### config.mk
export PLATFORM = sky130hd
export DESIGN_NAME = hb_interlock
export DESIGN_NICKNAME = d
export VERILOG_FILES = /design/src/rtl/hb_interlock_pkg.sv /design/src/rtl/hb_polarity.sv /design/src/rtl/hb_leg.sv /design/src/rtl/hb_interlock.sv
export SDC_FILE = /design/constraint.sdc
export NUM_CORES = 1
export LEC_CHECK = 0
export CAP_MARGIN = 20
export CORE_AREA = 2 2 39 41
export DETAILED_ROUTE_END_ITERATION = 12
export DIE_AREA = 0 0 41 43
export PLACE_DENSITY = 0.6
export SKIP_CTS_REPAIR_TIMING = 1
export SLEW_MARGIN = 30
export SYNTH_ARGS = -nofsm -noshare
export SYNTH_HDL_FRONTEND = slang
export SYNTH_SLANG_ARGS = --single-unit
### constraint.sdc
create_clock -name clk -period 0.8 [get_ports clk]
set_input_delay 0.16 -clock clk [delete_from_list [all_inputs] [get_ports clk]]
set_output_delay 0.16 -clock clk [all_outputs]
set_load 0.02 [all_outputs]
### src/rtl/hb_interlock_pkg.sv
package hb_interlock_pkg;

  typedef struct packed {
    logic hi;
    logic lo;
  } leg_drive_t;

  localparam leg_drive_t DRIVE_OFF = '{hi: 1'b0, lo: 1'b0};

  // Turn a raw command level into an on-request for the selected polarity.
  function automatic logic cmd_to_req(input logic level, input logic act_low);
    return act_low ? ~level : level;
  endfunction

  // Next enables of one leg from its decoded requests and present enables.
  function automatic leg_drive_t resolve_leg(input logic req_hi,
                                             input logic req_lo,
                                             input logic hold_mode,
                                             input logic kill,
                                             input leg_drive_t cur);
    leg_drive_t nxt;
    if (kill) begin
      nxt = DRIVE_OFF;
    end else if (req_hi && req_lo) begin
      nxt = hold_mode ? cur : DRIVE_OFF;
    end else begin
      nxt.hi = req_hi;
      nxt.lo = req_lo;
    end
    return nxt;
  endfunction

endpackage

### src/rtl/hb_polarity.sv
module hb_polarity #(
  parameter int N_LEGS = 3
) (
  input  logic [N_LEGS-1:0] raw_cmd,
  input  logic              act_low,
  output logic [N_LEGS-1:0] req_on
);
  import hb_interlock_pkg::*;

  for (genvar g = 0; g < N_LEGS; g++) begin : g_bit
    assign req_on[g] = cmd_to_req(raw_cmd[g], act_low);
  end

endmodule

### src/rtl/hb_leg.sv
module hb_leg (
  input  logic clk,
  input  logic rst,
  input  logic req_hi,
  input  logic req_lo,
  input  logic hold_mode,
  input  logic kill,
  output logic hi_en,
  output logic lo_en,
  output logic conflict
);
  import hb_interlock_pkg::*;

  leg_drive_t drive_q;
  leg_drive_t drive_d;

  assign conflict = req_hi & req_lo;
  assign drive_d  = resolve_leg(req_hi, req_lo, hold_mode, kill, drive_q);

  always_ff @(posedge clk) begin
    if (rst) drive_q <= DRIVE_OFF;
    else     drive_q <= drive_d;
  end

  assign hi_en = drive_q.hi;
  assign lo_en = drive_q.lo;

endmodule

### src/rtl/hb_interlock.sv
module hb_interlock #(
  parameter int N_LEGS = 3
) (
  input  logic              clk,
  input  logic              rst,
  input  logic              cfg_hi_act_low,
  input  logic              cfg_lo_act_low,
  input  logic              cfg_hold,
  input  logic              fault_kill,
  input  logic [N_LEGS-1:0] hi_cmd,
  input  logic [N_LEGS-1:0] lo_cmd,
  output logic [N_LEGS-1:0] hi_en,
  output logic [N_LEGS-1:0] lo_en
);

  logic [N_LEGS-1:0] req_hi_w;
  logic [N_LEGS-1:0] req_lo_w;
  logic [N_LEGS-1:0] conflict_w;

  hb_polarity #(.N_LEGS(N_LEGS)) u_pol_hi (
    .raw_cmd (hi_cmd),
    .act_low (cfg_hi_act_low),
    .req_on  (req_hi_w)
  );

  hb_polarity #(.N_LEGS(N_LEGS)) u_pol_lo (
    .raw_cmd (lo_cmd),
    .act_low (cfg_lo_act_low),
    .req_on  (req_lo_w)
  );

  for (genvar g = 0; g < N_LEGS; g++) begin : g_leg
    hb_leg u_leg (
      .clk       (clk),
      .rst       (rst),
      .req_hi    (req_hi_w[g]),
      .req_lo    (req_lo_w[g]),
      .hold_mode (cfg_hold),
      .kill      (fault_kill),
      .hi_en     (hi_en[g]),
      .lo_en     (lo_en[g]),
      .conflict  (conflict_w[g])
    );
  end

endmodule

==> Word level (Yosys, flattened, before mapping) <==
Index checks and enable logic that the tools add are counted.
{ "classes": {"n_reduce_logical": 4, "bitwise_logic": 6, "eq_ne": 3, "n_mux": 10} }
{ "op_table": {"columns": ["operator", "n"], "rows": [
  ["two-way mux 2 bit", 4],
  ["two-way mux 1 bit", 6],
  ["!= test 2 bit, second input constant", 3],
  ["inverter 1 bit", 6],
  ["logical AND 1 bit", 3],
  ["OR reduction 2 bit", 1]
]} }
{ "word_totals": {"output_inout_bits": 6, "elab_cells": 29, "regBits": 6, "inputBits": 12} }

==> Logic depth before layout (Yosys ltp) <==
Gate-level depths: netlist of the first run.
{ "logic_depth": {"word_depth": 4, "depth_mapped": 2} }

==> Modules after synthesis <==
Synthesis of the first run repeated with hierarchy kept, for this count alone.
{ "unflattened": {"cells_unflattened": 33, "area_unflattened_um2": 304.0} }
{ "by_module_without_submodules": {"columns": ["module", "instances", "area_each_um2", "cells_per_inst"], "rows": [
  ["hb_leg", 3, 83.8, 9],
  ["hb_polarity", 2, 26.3, 3]
]} }

==> Worst setup path before layout of the first run <==
OpenSTA, ideal clock, no wires.
{ "synth_timing": {"kind": "flip-flop to flip-flop", "startpoint": "register, netlist name g_leg[0].u_leg.lo_en", "endpoint": "register g_leg[0].u_leg.drive_q (netlist bit g_leg[0].u_leg.lo_en)", "path_buffers": 0, "setup_time_ns": 0.116, "arrival_ns": 0.588, "path_slack_ns": 0.096, "path_stages_with_launch": 3, "t_required_ns": 0.684, "cell_sequence": "dfxtp_1 and2_1 o211a_1"} }
{ "synth_rtl": {"columns": ["element", "line_no", "text"], "rows": [
  ["end signal, assigned", "hb_leg.sv:22", "else drive_q <= drive_d;"],
  ["end, declared", "hb_leg.sv:14", "leg_drive_t drive_q;"]
]} }

==> Final worst setup path of the first run <==
{ "layout_timing": {"startpoint": "register g_leg[1].u_leg.drive_q (netlist bit g_leg[1].u_leg.lo_en)", "endpoint": "output lo_en[1]"} }
{ "layout_rtl": {"columns": ["element", "line_no", "text"], "rows": [
  ["start, declared", "hb_leg.sv:14", null],
  ["start signal, assigned", "hb_leg.sv:22", null],
  ["end, declared", "hb_interlock.sv:13", "output logic [N_LEGS-1:0] lo_en"]
]} }
No word-level cell between the ends.

==> impl_metrics.sql, run 1 <==
INSERT INTO impl_metrics (metric_group, metric, value, unit) VALUES
('placement', 'place_hpwl', '529', 'um'),
('global_routing', 'grt_pass1_vias', '274', ''),
('power', 'fraction_of_power_spent_switching_nets', '0.2531', ''),
('setup_path', 'critPathLaunchType', 'register', ''),
('power', 'vdd.ir_drop.worst', '0.0006447', 'V'),
('min_path', 'hold_path_class', 'in2reg', ''),
('placement', 'pre_cts_slack', '-0.3938', 'ns'),
('power', 'power_frac_seq', '0.407', ''),
('sta', 'timing.final.hold_violations', '0', ''),
('route', 'drt-vias-per-instance', '4.333', ''),
('global_routing', 'grt_start_max_net_pins', '7', ''),
('setup_path', 'crit_path_max_incr_delay', '0.32', 'ns'),
('finish', 'multi_input_area', '200.2', 'um2'),
('sta', 'timing.hold.ws', '0.2498', 'ns'),
('logic_synthesis', 'portion_of_synthesized_cell_area_occupied_by_the_leading_cell_type', '0.3810', ''),
('setup_path', 'crit_slowest_cell', 'sky130_fd_sc_hd__dfxtp_2', ''),
('route', 'wl_per_cell', '11.60', 'um'),
('logic_synthesis', 'synth.yosys.warnings', '0', ''),
('setup_path', 'worst_ep_required_time', '0.64', 'ns'),
('logic_synthesis', 'synth.cell_area', '315.3', 'um2'),
('clocking', 'clockBufferDepth', '2', ''),
('finish', 'finish.net_count', '61', ''),
('placement', 'detailed_place.area', '467.9', 'um2'),
('placement', 'gpl.final_weighted_congestion', '0.6799', ''),
('run', 'max_cap_violations', '0', ''),
('logic_synthesis', 'synth.largest_area_cell', 'sky130_fd_sc_hd__dfxtp_1', ''),
('floorplan', 'fp.dieH', '43', 'um'),
('floorplan', 'starting_density_of_the_core', '0.2278', ''),
('finish', 'final_layout_size_suffix_gt1_frac', '0.5319', ''),
('route', 'detail_route.iter0.violations', '0', ''),
('setup_path', 'path_max_fanout', '2', ''),
('power', 'p_leak', '0.3508', 'nW'),
('setup_path', 'crit_type', 'reg2out', ''),
('setup_path', 'worst_path_dominant_cell_family', 'flip-flops', ''),
('sta', 'finalCritPeriodShare', '1.051', ''),
('sta', 'report.final.setup_viol', '6', ''),
('placement', 'port_bufs', '17', ''),
('sta', 'finalClockSkew', '0', 'ns'),
('finish', 'layout_common_cells', 'sky130_fd_sc_hd__dlymetal6s2s_1, sky130_fd_sc_hd__dfxtp_2, sky130_fd_sc_hd__buf_6', ''),
('power', 'p_int', '0.5930', 'mW'),
('global_routing', 'gr-total-overflow', '0', ''),
('clocking', 'worst_skew_pair.late_latency', '0.24', 'ns'),
('setup_path', 'worst-path-buf-inv', '1', ''),
('power', 'p_clk_frac', '0.349', ''),
('global_routing', 'grt_antenna_before_repair', '0', ''),
('setup_path', 'cell_chain_of_the_critical_path', 'buf_6', ''),
('run_status', 'status', 'complete, but fails checks', ''),
('sta', 'timing.final.crit_period', '0.8405', 'ns'),
('clocking', 'cts.sink_count', '6', ''),
('logic_synthesis', 'synth.lib_cells_used.distinct', '11', ''),
('power', 'power-per-cell-area', '1362', 'nW/um2'),
('sta', 'timing.max_slew.rel_slack', '0.8045', ''),
('logic_synthesis', 'post_synth.cell_area_avg', '9.853', 'um2'),
('logic_synthesis', 'synthesized_netlist_net_count', '44', ''),
('finish', 'fillers', '137', ''),
('floorplan', 'design.core.area', '1384', 'um2'),
('route', 'finalWirelength', '731', 'um'),
('power', 'comb_power_share', '0.244', ''),
('route', 'route.detailed.drc', '0', ''),
('run_status', 'violations_in_the_final_reports', 'negative setup slack', ''),
('floorplan', 'placementRows', '14', ''),
('setup_path', 'timing.critical_path.arrival', '0.68', 'ns'),
('global_routing', 'grt_pass1_wl', '1069', 'um'),
('clocking', 'numCtsBuffers', '3', ''),
('floorplan', 'die_width', '41', 'um'),
('sta', 'rsz0062_at_grt', 'yes', ''),
('sta', 'finalWorstSetupSlack', '-0.04050', 'ns'),
('logic_synthesis', 'ranking_of_synthesized_cells_by_area', 'sky130_fd_sc_hd__dfxtp_1, sky130_fd_sc_hd__buf_4, sky130_fd_sc_hd__o211a_1, sky130_fd_sc_hd__xnor2_1, sky130_fd_sc_hd__xor2_1', ''),
('finish', 'antenna-diode-count', '0', ''),
('sta', 'max_freq', '1.190', 'GHz'),
('clocking', 'clk_root_buffer_cell', 'sky130_fd_sc_hd__clkbuf_4', '');
==> cells in the mapped netlist <==
cell	count
sky130_fd_sc_hd__a211oi_2	1
sky130_fd_sc_hd__xor2_1	3
sky130_fd_sc_hd__xnor2_1	3
sky130_fd_sc_hd__nor2_1	1
sky130_fd_sc_hd__and2_1	3
sky130_fd_sc_hd__or2_1	1
sky130_fd_sc_hd__nand2_1	3
sky130_fd_sc_hd__a211oi_1	2
sky130_fd_sc_hd__dfxtp_1	6
sky130_fd_sc_hd__o211a_1	3
sky130_fd_sc_hd__buf_4	6
==> logic make-up (layout without fill, tap and decap cells) <==
kind of cell	after synthesis	count (layout)	synth area share
flip-flops	6	6	0.3810
XOR/XNOR	6	6	0.1667
buffers and inverters	6	21	0.1428
AND/OR/NAND/NOR	8	8	0.1270
AO/OA/AOI/OAI	6	6	0.1825
==> path summary, 6_finish.rpt <==
path,startpoint,end,depth (start not counted)
worst max-delay path,g_leg[1].u_leg.lo_en,lo_en[1],1
worst min-delay path,fault_kill,g_leg[0].u_leg.hi_en,3
worst max register to register,g_leg[1].u_leg.hi_en,g_leg[1].u_leg.hi_en,2
worst min register to register,g_leg[0].u_leg.hi_en,g_leg[0].u_leg.hi_en,2
==> flip-flops by register name, summed over array words and instances (netlist names) <==
register and count:
g_leg.u_leg.hi_en 3, g_leg.u_leg.lo_en 3
==> cell type report <==
cell class,count,area share
multi-input cells,20,0.3433
flip-flops and latches,6,0.2189
clock buffers,3,0.03863
repair buffers,18,0.3648
well taps,16,0.03433
==> power by group through the flow <==
| stage | clock (mW) | combinational (mW) | sequential (mW) |
|---|---|---|---|
| after floorplan | 0 | 0.0833 | 0.322 |
| after global placement | 0 | 0.168 | 0.324 |
| after detailed placement | 0 | 0.169 | 0.324 |
| after CTS | 0.291 | 0.170 | 0.319 |
| final | 0.277 | 0.194 | 0.323 |
| after global routing | 0.318 | 0.206 | 0.324 |
==> metrics by stage <==
step	power [mW]	TNS (ns)	instances
2_1_floorplan	0.4058	0	32
3_3_place_gp	0.4922	-3.802	60
3_5_place_dp	0.4929	-3.884	60
4_1_cts	0.7798	-3.986	63
5_1_grt	0.8488	-0.4302	63
6_report	0.7939	-0.2308	63
==> layer usage <==
layer,GRT usage,share of wire
met1,0.1104,0.40
met3,0.04712,0.11
met5,0,0
met2,0.1344,0.49
met4,0.08000,0
Power figures use the tool's default switching activity.
==> inputs of run 2 (changes only) <==
--- a/config.mk
+++ b/config.mk
@@ -7,6 +7,7 @@
 export LEC_CHECK = 0
 export CAP_MARGIN = 20
 export CORE_AREA = 2 2 39 41
+export CTS_CLUSTER_DIAMETER = 200
 export DETAILED_ROUTE_END_ITERATION = 12
 export DIE_AREA = 0 0 41 43
 export PLACE_DENSITY = 0.6
==> results of run 2 <==
The final DEF is identical to that of run 1; final timing and power are the same.
